==> config.mk <==
export PLATFORM = sky130hd
export DESIGN_NAME = ssw_bank
export DESIGN_NICKNAME = d
export VERILOG_FILES = /design/src/rtl/ssw_pkg.sv /design/src/rtl/ssw_decode.sv /design/src/rtl/ssw_flag_cell.sv /design/src/rtl/ssw_rdmux.sv /design/src/rtl/ssw_bank.sv
export SDC_FILE = /design/constraint.sdc
export NUM_CORES = 1
export LEC_CHECK = 0
export BUFFER_PORTS_ARGS = -buffer_cell sky130_fd_sc_hd__buf_2
export CORE_MARGIN = 1
export CORE_UTILIZATION = 43
export DETAILED_ROUTE_END_ITERATION = 8
export GPL_TIMING_DRIVEN = 0
export PLACE_DENSITY_LB_ADDON = 0.1
export RECOVER_POWER = 100
export SETUP_SLACK_MARGIN = 0.3
export SLEW_MARGIN = 10
export SYNTH_ARGS = -nofsm -noshare
export SYNTH_HDL_FRONTEND = slang
export SYNTH_HIERARCHICAL = 1
export SYNTH_SLANG_ARGS = --single-unit
==> constraint.sdc <==
create_clock -name clk -period 3.1 [get_ports clk]
set_input_delay 0.62 -clock clk [delete_from_list [all_inputs] [get_ports clk]]
set_output_delay 0.62 -clock clk [all_outputs]
set_load 0.05 [all_outputs]
==> src/rtl/ssw_pkg.sv <==
package ssw_pkg;

    localparam int ADDR_W    = 16;
    localparam int DATA_W    = 8;
    localparam int NUM_FLAGS = 12;
    localparam int NUM_MEM   = 8;   // flags below this index change on writes only
    localparam int OFF_W     = 8;
    localparam int PAGE_W    = ADDR_W - OFF_W;

    localparam logic [PAGE_W-1:0] IO_PAGE = 8'hC0;
    localparam logic [DATA_W-1:0] STS_ON  = 8'h80;
    localparam logic [DATA_W-1:0] STS_OFF = 8'h00;
    localparam logic [DATA_W-1:0] STROBE_RD = 8'hFF;

    typedef logic [NUM_FLAGS-1:0] flag_vec_t;

    typedef struct packed {
        flag_vec_t set_hit;
        flag_vec_t clr_hit;
        flag_vec_t sts_hit;
        logic      quiet_hit;
    } dec_t;

    // clear offsets: memory flags pair up from 0x00, display flags from 0x50
    function automatic logic [OFF_W-1:0] clr_off(input int idx);
        if (idx < NUM_MEM) return OFF_W'(2 * idx);
        return OFF_W'(8'h50 + 2 * (idx - NUM_MEM));
    endfunction

    function automatic logic [OFF_W-1:0] set_off(input int idx);
        return clr_off(idx) | OFF_W'(1);
    endfunction

    function automatic logic [OFF_W-1:0] sts_off(input int idx);
        case (idx)
            0:  return 8'h18;
            1:  return 8'h13;
            2:  return 8'h14;
            3:  return 8'h15;
            4:  return 8'h16;
            5:  return 8'h17;
            6:  return 8'h1F;
            7:  return 8'h1E;
            8:  return 8'h1A;
            9:  return 8'h1B;
            10: return 8'h1C;
            default: return 8'h1D;
        endcase
    endfunction

    function automatic logic read_strobes(input int idx);
        return idx >= NUM_MEM;
    endfunction

    function automatic flag_vec_t read_strobe_mask();
        flag_vec_t m;
        for (int i = 0; i < NUM_FLAGS; i++) m[i] = read_strobes(i);
        return m;
    endfunction

    function automatic logic is_quiet(input logic [OFF_W-1:0] off);
        case (off)
            8'h58, 8'h5A, 8'h5D, 8'h5F, 8'h61, 8'h62: return 1'b1;
            default: return 1'b0;
        endcase
    endfunction

endpackage

==> src/rtl/ssw_decode.sv <==
module ssw_decode
    import ssw_pkg::*;
(
    input  logic [ADDR_W-1:0] addr,
    input  logic              rd,
    input  logic              wr,
    output dec_t              dec
);
    logic              page_hit;
    logic [OFF_W-1:0]  off;

    assign page_hit = (addr[ADDR_W-1:OFF_W] == IO_PAGE);
    assign off      = addr[OFF_W-1:0];

    for (genvar g = 0; g < NUM_FLAGS; g++) begin : gen_flag_dec
        localparam logic [OFF_W-1:0] L_CLR = clr_off(g);
        localparam logic [OFF_W-1:0] L_SET = set_off(g);
        localparam logic [OFF_W-1:0] L_STS = sts_off(g);
        localparam logic             L_RDS = read_strobes(g);

        logic strobe;
        assign strobe = wr | (rd & L_RDS);

        assign dec.set_hit[g] = page_hit & (off == L_SET) & strobe;
        assign dec.clr_hit[g] = page_hit & (off == L_CLR) & strobe;
        assign dec.sts_hit[g] = page_hit & (off == L_STS) & rd;
    end

    assign dec.quiet_hit = page_hit & rd & is_quiet(off);

endmodule

==> src/rtl/ssw_flag_cell.sv <==
module ssw_flag_cell (
    input  logic clk,
    input  logic rst,
    input  logic set_hit,
    input  logic clr_hit,
    output logic q
);
    always_ff @(posedge clk) begin
        if (rst)          q <= 1'b0;
        else if (set_hit) q <= 1'b1;
        else if (clr_hit) q <= 1'b0;
    end
endmodule

==> src/rtl/ssw_rdmux.sv <==
module ssw_rdmux
    import ssw_pkg::*;
(
    input  dec_t              dec,
    input  flag_vec_t         flags,
    input  logic              rd,
    output logic [DATA_W-1:0] rdata,
    output logic              claimed
);
    logic any_sts;
    logic any_strobe;
    logic sel_state;

    assign any_sts    = |dec.sts_hit;
    assign any_strobe = |(dec.set_hit | dec.clr_hit);
    assign sel_state  = |(dec.sts_hit & flags);

    always_comb begin
        if (any_sts)
            rdata = sel_state ? STS_ON : STS_OFF;
        else if (rd && any_strobe)
            rdata = STROBE_RD;
        else
            rdata = '0;
    end

    assign claimed = any_sts | any_strobe | dec.quiet_hit;
endmodule

==> src/rtl/ssw_bank.sv <==
module ssw_bank
    import ssw_pkg::*;
(
    input  logic               clk,
    input  logic               rst,
    input  logic [15:0]        bus_addr,
    input  logic               bus_rd,
    input  logic               bus_wr,
    input  logic [7:0]         bus_wdata,
    output logic [7:0]         bus_rdata,
    output logic               bus_claimed,
    output logic [11:0]        mode_flags
);
    dec_t      dec;
    flag_vec_t flags;

    ssw_decode u_dec (
        .addr (bus_addr),
        .rd   (bus_rd),
        .wr   (bus_wr),
        .dec  (dec)
    );

    for (genvar g = 0; g < NUM_FLAGS; g++) begin : gen_cell
        ssw_flag_cell u_cell (
            .clk     (clk),
            .rst     (rst),
            .set_hit (dec.set_hit[g]),
            .clr_hit (dec.clr_hit[g]),
            .q       (flags[g])
        );
    end

    ssw_rdmux u_mux (
        .dec     (dec),
        .flags   (flags),
        .rd      (bus_rd),
        .rdata   (bus_rdata),
        .claimed (bus_claimed)
    );

    assign mode_flags = flags;
endmodule

==> flow_summary.json, run 1 <==
{
  "outcome": "complete, but fails checks",
  "violations": "negative setup slack",
  "p_leak_nw": 0.836,
  "ctsHoldBuffers": 0,
  "cp_slowest_stage_delay_ns": 0.32,
  "cts_root_buf": "clkbuf_4",
  "largestRegisters": "gen_cell.u_cell/q: 12 flops",
  "mostFrequentLayoutCells": "buf_6, buf_2, nor4_4, inv_1, nand2b_1",
  "maxSlewHeadroom_pct": 60.4,
  "numCtsBuffers": 3,
  "fin_crit_ns": 3.29,
  "wl_mm": 4.89,
  "clk_path_buf_depth": 2,
  "ys_warn_count": 6,
  "place_hpwl_mm": 2.70,
  "path_max_fanout": 6,
  "detailedRoute.firstIterationViolations": 79,
  "die_height_um": 53.4,
  "antenna_cells": 0,
  "use_met1_pct": 41.5,
  "fmax_mhz": 304,
  "synth_cell_types": 35,
  "timing.critical_path.mode_cell": "buf_4",
  "use_met2_pct": 54.4,
  "synth_area_um2": 1140,
  "finalHoldViolations": 0,
  "h-tree-depth": 1,
  "post-route-period-util_pct": 106,
  "startpoint_type": "input port",
  "timing.setup.tns_ns": -1.43,
  "viasPerCell": 6.32,
  "use_met3_pct": 10.1,
  "top_register": "gen_cell.u_cell/q",
  "r2r_cells": 2,
  "clock_latency_ns": 0.26,
  "area_growth_pct": 88.6,
  "largest_reg_flops": 12,
  "critPathRequiredTime_ns": 2.48,
  "cp_slowest_cell": "nor4b_4",
  "critPathArrivalTime_ns": 2.67,
  "hp-class": "register to register",
  "grt_pass1_vias": 1424,
  "overflow": 0,
  "crit_type": "input port to primary output",
  "worst-slew-pin-transition_ns": 0.592,
  "grt_first_pass_wirelength_mm": 6.78,
  "fin_nets": 239,
  "syn_area_per_cell_um2": 7.48,
  "core_um2": 2480,
  "final-max-slew-violation-count": 0,
  "grt.busiest_layer": "met2",
  "p_per_area_nw_per_um2": 155,
  "r2r_slack_ns": 2.38,
  "port_buffers": 40,
  "fin_skew_ns": 0,
  "r2r-start": "gen_cell[5].u_cell/q",
  "rows": 18,
  "grt_setup_unrepaired": "yes",
  "crit_path_start": "bus_addr[10]",
  "stdcell_area_um2": 2140,
  "cts.sink_count": 12,
  "ios": 49,
  "netlist_instances": 152,
  "clkSlewWorstSetupHoldPaths_ns": 0.07,
  "grt_max_degree": 13,
  "initial_core_util_pct": 45.9,
  "drc": 0,
  "syn_nets": 180,
  "drv_cap": 0,
  "via_count": 1510,
  "gp_congestion": 0.931,
  "antenna_left": 0,
  "wl_per_cell_um": 20.5,
  "finalSetupViolCount": 9,
  "die_w_um": 53.4,
  "die_area_um2": 2850,
  "rr_endpoint": "gen_cell[5].u_cell/q",
  "antenna_found_initial": 0,
  "cts_tree": "built",
  "cp_cell_sequence": "buf_2 -> nor4b_4 -> buf_4 -> nand4_1 -> buf_4 -> nor3_2 -> nor4_2 -> nand2_1 -> nor2_4 -> nor3_4 -> buf_4 -> buf_6 -> buf_8",
  "grt_use_total_pct": 33.4,
  "yosys_register_bits": 12,
  "fin_ws_ns": -0.193,
  "first_pass_iters": 4,
  "drive_gt1_share_pct": 59.8,
  "vdd_drop_max_mv": 0.322,
  "yosysSeqAreaShare_pct": 21.1,
  "final_common_cell": "buf_6",
  "place_area_um2": 1420,
  "endpoint": "bus_rdata[3]",
  "end_kind": "primary output"
}
==> worst max-delay path: cells and delay by family <==
kind                   cells  cell delay [ns]
buffers and inverters      6             0.92
and+or+nand+nor            7             1.11
==> power breakdown <==
part / internal, mW / switching, mW / leakage [nW] / total (mW)
Clock: 0.0449 / 0.0469 / 0.0138 / 0.0918
Sequential: 0.154 / 0.00000333 / 0.0966 / 0.154
Combinational: 0.0264 / 0.0597 / 0.725 / 0.0861
==> per-layer routing <==
layer,routed length [um],part of all wire [%]
met1,1920,39
met2,2460,50
met3,394,8.1
met4,114,2.3
met5,0,0
==> final cells by class <==
class | instances | area [um2]
flip-flops and latches | 12 | 240
clock buffers | 3 | 22.5
well taps | 30 | 37.5
fillers | 127 | 333
multi-input cells | 114 | 1250
inverters | 14 | 52.6
plain buffers | 12 | 115
repair buffers | 54 | 422
==> timing repair <==
| action | in CTS | in global routing |
|---|---|---|
| resized for setup | 102 | 21 |
| buffers inserted | 13 | 0 |
| pin swaps | 24 | 10 |
| cloned | 1 | 0 |
| setup endpoints to repair | 9 | 9 |
==> synth_stat cells <==
cell,count,area share [%]
a22o_1,2,1.5
or2_2,1,0.55
clkbuf_1,5,1.7
nor4_2,2,2.2
nand4_1,5,2.8
and2_1,2,1.1
buf_6,1,0.99
a21oi_2,12,9.2
dfxtp_1,12,21
nand2_1,4,1.3
inv_1,14,4.6
or4b_1,1,0.88
and3b_1,1,0.77
nand2b_1,15,8.3
or2_1,1,0.55
o311ai_2,1,1.4
and3_1,1,0.55
nand3b_1,1,0.66
o21ai_1,1,0.44
nor2_2,1,0.55
nor2b_1,1,0.55
and4bb_2,1,1.1
and2b_1,1,0.66
nand3_1,4,1.8
a221oi_2,1,1.3
nor3_1,21,9.2
a221oi_1,1,0.77
nor2_1,3,0.99
a22oi_1,2,1.3
nor4b_4,1,2.1
a311oi_1,1,0.77
or2b_1,1,0.66
nor4_1,24,13
o21ai_0,1,0.44
buf_4,6,4.0
==> how the worst min path moves through the flow <==
stage / cells past startpoint / start / endpoint / slack [ns]
finish: 2 / gen_cell[2].u_cell/q / gen_cell[2].u_cell/q / 0.53
global placement: 2 / gen_cell[8].u_cell/q / gen_cell[8].u_cell/q / 0.50
floorplan: 1 / rst / gen_cell[0].u_cell/q / 0.68
detailed placement: 2 / gen_cell[4].u_cell/q / gen_cell[4].u_cell/q / 0.51
global route: 2 / gen_cell[4].u_cell/q / gen_cell[4].u_cell/q / 0.54
CTS: 2 / gen_cell[4].u_cell/q / gen_cell[4].u_cell/q / 0.51
==> through the flow <==
stage               utilization, %  power, mW  std cells  hold slack [ns]  setup WS [ns]
finish                        86.6      0.332        239            0.529         -0.193
global route                  86.6      0.348        239            0.539         -0.242
CTS                           82.9      0.328        239            0.514        -0.0930
detailed placement            57.1      0.211        222            0.505         -0.609
global placement              57.1      0.209        222            0.498         -0.482
floorplan                        -      0.182        152            0.682         -0.334
==> kinds of logic after synthesis <==
| kind of cell | synth area share (%) |
|---|---|
| compound gates | 17.3 |
| buf+inv | 11.2 |
| flops | 21.1 |
| simple gates | 50.4 |
Note: power is estimated with default switching activity, not from simulation.
==> run 2: changes to the inputs <==
Settings changed: CELL_PAD_IN_SITES_DETAIL_PLACEMENT set to 0, CELL_PAD_IN_SITES_GLOBAL_PLACEMENT set to 1, CORE_UTILIZATION 43 to 29.
==> flow_summary.json, run 2 (synthesized netlist as in run 1, its figures left out) <==
{
  "drc": 0,
  "whs_ns": 0.508,
  "violations": "negative setup slack",
  "wl_mm": 4.24,
  "p_leak_nw": 0.813,
  "crit_type": "input port to primary output",
  "timing.setup.tns_ns": -0.665,
  "antenna_left": 0,
  "critPathRequiredTime_ns": 2.48,
  "largest_reg_flops": 12,
  "path_max_fanout": 10,
  "gp_congestion": 0.853,
  "largestRegisters": "gen_cell.u_cell/q: 12 flops",
  "viasPerCell": 5.51,
  "numCtsBuffers": 3,
  "overflow": 0,
  "worst-slew-pin-transition_ns": 0.621,
  "end_kind": "primary output",
  "detailedRoute.firstIterationViolations": 46,
  "cts.sink_count": 12,
  "critPathArrivalTime_ns": 2.59,
  "area_growth_pct": 87.7,
  "final-max-slew-violation-count": 0,
  "antenna_found_initial": 0,
  "grt_setup_unrepaired": "yes",
  "grt_max_degree": 13,
  "h-tree-depth": 1,
  "maxSlewHeadroom_pct": 58.6,
  "die_area_um2": 4180,
  "regArea_um2": 240,
  "antenna_cells": 0,
  "ctsHoldBuffers": 0,
  "cts_root_buf": "clkbuf_8",
  "rows": 22,
  "nFillCells": 342,
  "total_power_mw": 0.380,
  "fmax_mhz": 312,
  "p_per_area_nw_per_um2": 178,
  "core_um2": 3720,
  "top_register": "gen_cell.u_cell/q",
  "port_buffers": 40,
  "fin_ws_ns": -0.109,
  "ios": 49,
  "initial_core_util_pct": 30.6,
  "post-route-period-util_pct": 104,
  "place_hpwl_mm": 2.88,
  "grt_pass1_vias": 1399,
  "dp_cells": 240,
  "finalSetupViolCount": 7,
  "fin_nets": 245,
  "final_common_cell": "buf_4",
  "finalNonFillerCells": 263,
  "multi_input_area_um2": 1180,
  "clkSlewWorstSetupHoldPaths_ns": 0.05,
  "finalHoldViolations": 0,
  "die_w_um": 64.6,
  "drive_gt1_share_pct": 56.7,
  "clock_latency_ns": 0.23,
  "mostFrequentLayoutCells": "buf_4, buf_2, nor4_4, nand2b_1",
  "vdd_drop_max_mv": 0.229,
  "cts_tree": "built",
  "fin_skew_ns": 0,
  "startpoint_type": "input port",
  "fin_crit_ns": 3.21,
  "via_count": 1449,
  "outcome": "complete, but fails checks",
  "grt_use_total_pct": 20.2,
  "drv_cap": 0,
  "clk_path_buf_depth": 2,
  "hp-class": "register to register",
  "grt_first_pass_wirelength_mm": 6.63,
  "first_pass_iters": 4,
  "wl_per_cell_um": 16.1,
  "die_height_um": 64.6
}
[run 2: changes by cell type in the layout (fill, tap and decap cells not counted), moves of 3 or more]
cell    change
nor4_1      +3
nor4_2      -3
nor3_1      +6
nor3_4      -4
buf_4      +11
buf_6       -6
[run 2: area by class of cell]
type                       instances  area share [%]
multi-input combinational        114            55.5
timing repair buffer              60            21.3
sequential                        12            11.3
buffer                            12            4.75
tap                               48            2.81
inverter                          14            2.46
clock buffer                       3            1.93
[run 2: routing by layer]
layer / up-vias / global-route usage, % / share of wire (%)
met5: - / 0 / 0
met4: 0 / 4.44 / 1.4
met3: 6 / 4.75 / 3.6
met2: 41 / 35.8 / 52
met1: 707 / 24.6 / 43
li1: 695 / - / -
[run 2: worst max-delay path: stages]
cell      delay, ns
buf_2          0.11
nor4_4         0.31
buf_4          0.16
nand3_2        0.14
clkbuf_4       0.26
nor3_1         0.31
nor4_1         0.10
nand3_2        0.13
nor3_4         0.06
buf_6          0.12
buf_4          0.13
buf_8          0.14
[run 2: repair_timing]
item | in CTS | in global routing
setup endpoints to repair | 9 | 9
pin swaps | 11 | 19
endpoints found under the hold margin | 0 | 0
resized for setup | 72 | 30
buffers inserted | 10 | 9
gates cloned | 0 | 1
[run 2: stage by stage]
stage / util (%) / worst slack, ns / area [um2]
after floorplan: - / -0.334 / 1180
final: 57.4 / -0.109 / 2130
after detailed placement: 38.7 / -0.581 / 1440
after global placement: 38.7 / -0.545 / 1440
after global routing: 57.4 / -0.219 / 2130
after CTS: 51.2 / -0.0917 / 1900
[run 2: path summary, 6_finish.rpt]
check | startpoint | end | slack, ns | cells past startpoint
max reg2reg | gen_cell[5].u_cell/q | gen_cell[5].u_cell/q | 2.40 | 2
max | bus_addr[9] | bus_rdata[4] | -0.11 | 12
min | gen_cell[4].u_cell/q | gen_cell[4].u_cell/q | 0.51 | 2
min reg2reg | gen_cell[4].u_cell/q | gen_cell[4].u_cell/q | 0.51 | 2
[run 2: power by group]
| group | total (mW) | internal (mW) | switching, mW |
|---|---|---|---|
| sequential | 0.154 | 0.154 | 0.00000305 |
| clock | 0.140 | 0.0854 | 0.0542 |
| combinational | 0.0864 | 0.0285 | 0.0579 |
| total | 0.380 | 0.268 | 0.112 |
==> run 3: changes to the inputs <==
Settings changed: CORE_MARGIN 1 to unset, CORE_UTILIZATION 29 to 35.
Clock period 3.1 ns to 4 ns, I/O delays scaled along.
==> flow_summary.json, run 3 (synthesized netlist as in run 1, its figures left out) <==
{
  "cts.sink_count": 12,
  "dpl_worst_slack_ns": -0.0288,
  "first_pass_iters": 4,
  "largest_reg_flops": 12,
  "drive_gt1_share_pct": 40.7,
  "grt_first_pass_wirelength_mm": 5.69,
  "regArea_um2": 240,
  "startpoint_type": "input port",
  "cp_slowest_stage_delay_ns": 0.34,
  "grt_pass1_vias": 1204,
  "drv_cap": 0,
  "fin_crit_ns": 3.76,
  "detailedRoute.firstIterationViolations": 63,
  "finalSetupViolCount": 0,
  "fmax_mhz": 266,
  "whs_ns": 0.509,
  "mostFrequentLayoutCells": "buf_2, buf_4, nor3_1",
  "total_power_mw": 0.266,
  "path_delay_family": "simple AND/OR/NAND/NOR gates",
  "p_per_area_nw_per_um2": 162,
  "nFillCells": 325,
  "clkSlewWorstSetupHoldPaths_ns": 0.08,
  "antenna_found_initial": 0,
  "hp-class": "register to register",
  "finalHoldViolations": 0,
  "via_count": 1356,
  "die_w_um": 59.0,
  "area_growth_pct": 44.6,
  "outcome": "completed",
  "critPathArrivalTime_ns": 2.96,
  "drc": 0,
  "path_max_fanout": 9,
  "finalNonFillerCells": 248,
  "end_kind": "primary output",
  "ctsHoldBuffers": 0,
  "viasPerCell": 5.47,
  "final-max-slew-violation-count": 0,
  "top_register": "gen_cell.u_cell/q",
  "dp_cells": 236,
  "critPathBufInv": 5,
  "gp_congestion": 0.907,
  "rows": 20,
  "place_hpwl_mm": 2.69,
  "core_um2": 3080,
  "multi_input_area_um2": 908,
  "fin_ws_ns": 0.242,
  "timing.critical_path.mode_cell": "buf_4",
  "cts_root_buf": "clkbuf_4",
  "antenna_cells": 0,
  "h-tree-depth": 1,
  "vdd_drop_max_mv": 0.132,
  "overflow": 0,
  "fin_nets": 233,
  "die_height_um": 59.0,
  "clk_path_buf_depth": 2,
  "holdPathStages": 2,
  "ios": 49,
  "port_buffers": 40,
  "maxSlewHeadroom_pct": 51.0,
  "critPathRequiredTime_ns": 3.20,
  "hp-start": "gen_cell[7].u_cell/q",
  "grt_max_degree": 13,
  "die_area_um2": 3480,
  "r2r_cells": 2,
  "r2r-start": "gen_cell[9].u_cell/q",
  "cts_tree": "built",
  "cp_cell_sequence": "buf_2 -> nor4b_4 -> buf_4 -> nand4_1 -> buf_6 -> nor4_1 -> nor4_1 -> nand4_1 -> nor2_2 -> nor3_4 -> buf_4 -> buf_4",
  "grt_use_total_pct": 21.5,
  "wl_mm": 3.55,
  "path_depth": 12,
  "initial_core_util_pct": 37.0,
  "antenna_left": 0,
  "largestRegisters": "gen_cell.u_cell/q: 12 flops",
  "final_common_cell": "buf_2",
  "numCtsBuffers": 3,
  "fin_skew_ns": 0,
  "wl_per_cell_um": 14.3,
  "crit_type": "input port to primary output",
  "post-route-period-util_pct": 93.9,
  "clock_latency_ns": 0.28,
  "cp_slowest_cell": "nor4_1",
  "grt_setup_unrepaired": "yes",
  "crit_path_start": "bus_addr[10]",
  "worst-slew-pin-transition_ns": 0.734,
  "p_leak_nw": 0.553
}
run 3: cell types whose count changed in the layout (fill, tap and decap cells not counted), moves of 3 or more:
cell / previous run / this run
nor3_4: 5 / 1
clkbuf_4: 1 / 4
clkbuf_1: 12 / 15
nor3_2: 10 / 3
buf_6: 14 / 4
nor3_1: 6 / 17
nor4_4: 17 / 5
nor4_1: 5 / 15
buf_8: 6 / 0
run 3: stage by stage:
stage                     setup TNS [ns]  utilization [%]  instance area, um2
after global placement            -0.154             46.5                1430
after global routing                   0             53.4                1640
after CTS                              0             51.6                1590
after detailed placement          -0.120             46.5                1430
after floorplan                        0                -                1180
final                                  0             53.4                1640
run 3: worst paths after layout:
path / end / slack [ns]
worst max-delay path: bus_rdata[5] / 0.24
worst min-delay path: gen_cell[7].u_cell/q / 0.51
worst max register to register: gen_cell[9].u_cell/q / 3.31
worst min register to register: gen_cell[7].u_cell/q / 0.51
run 3: worst min-delay path: stages, from the launching register on:
cell and delay (ns):
dfxtp_1 0.33, nand2b_1 0.09, a21oi_2 0.05
run 3: timing repair:
action | 4_1_cts | 5_1_grt
setup endpoints to repair | 8 | 9
buffers inserted | 8 | 1
pin swaps | 7 | 2
gates resized for setup | 14 | 19
cloned | 0 | 0
run 3: routing by layer:
metal | up-vias | GRT usage [%] | routed length (um)
li1 | 672 | - | -
met1 | 638 | 28.4 | 1630
met2 | 42 | 36.7 | 1730
met3 | 4 | 3.93 | 157
met4 | 0 | 4.08 | 31
met5 | - | 0 | 0
run 3: cell type report:
type                            instances  area share, %
Sequential cell                        12           14.6
Buffer                                 11           4.72
Tap cell                               44           3.35
Inverter                               14           3.20
Clock buffer                            4           2.21
Timing Repair Buffer                   49           16.7
Multi-Input combinational cell        114           55.3
run 3: where the power goes:
part           internal [mW]  leakage (nW)  total, mW  switching [mW]
Sequential             0.119        0.0966      0.119      0.00000209
Combinational         0.0157         0.435     0.0478          0.0322
Clock                 0.0554        0.0210     0.0984          0.0430
Total                  0.190         0.553      0.266          0.0752
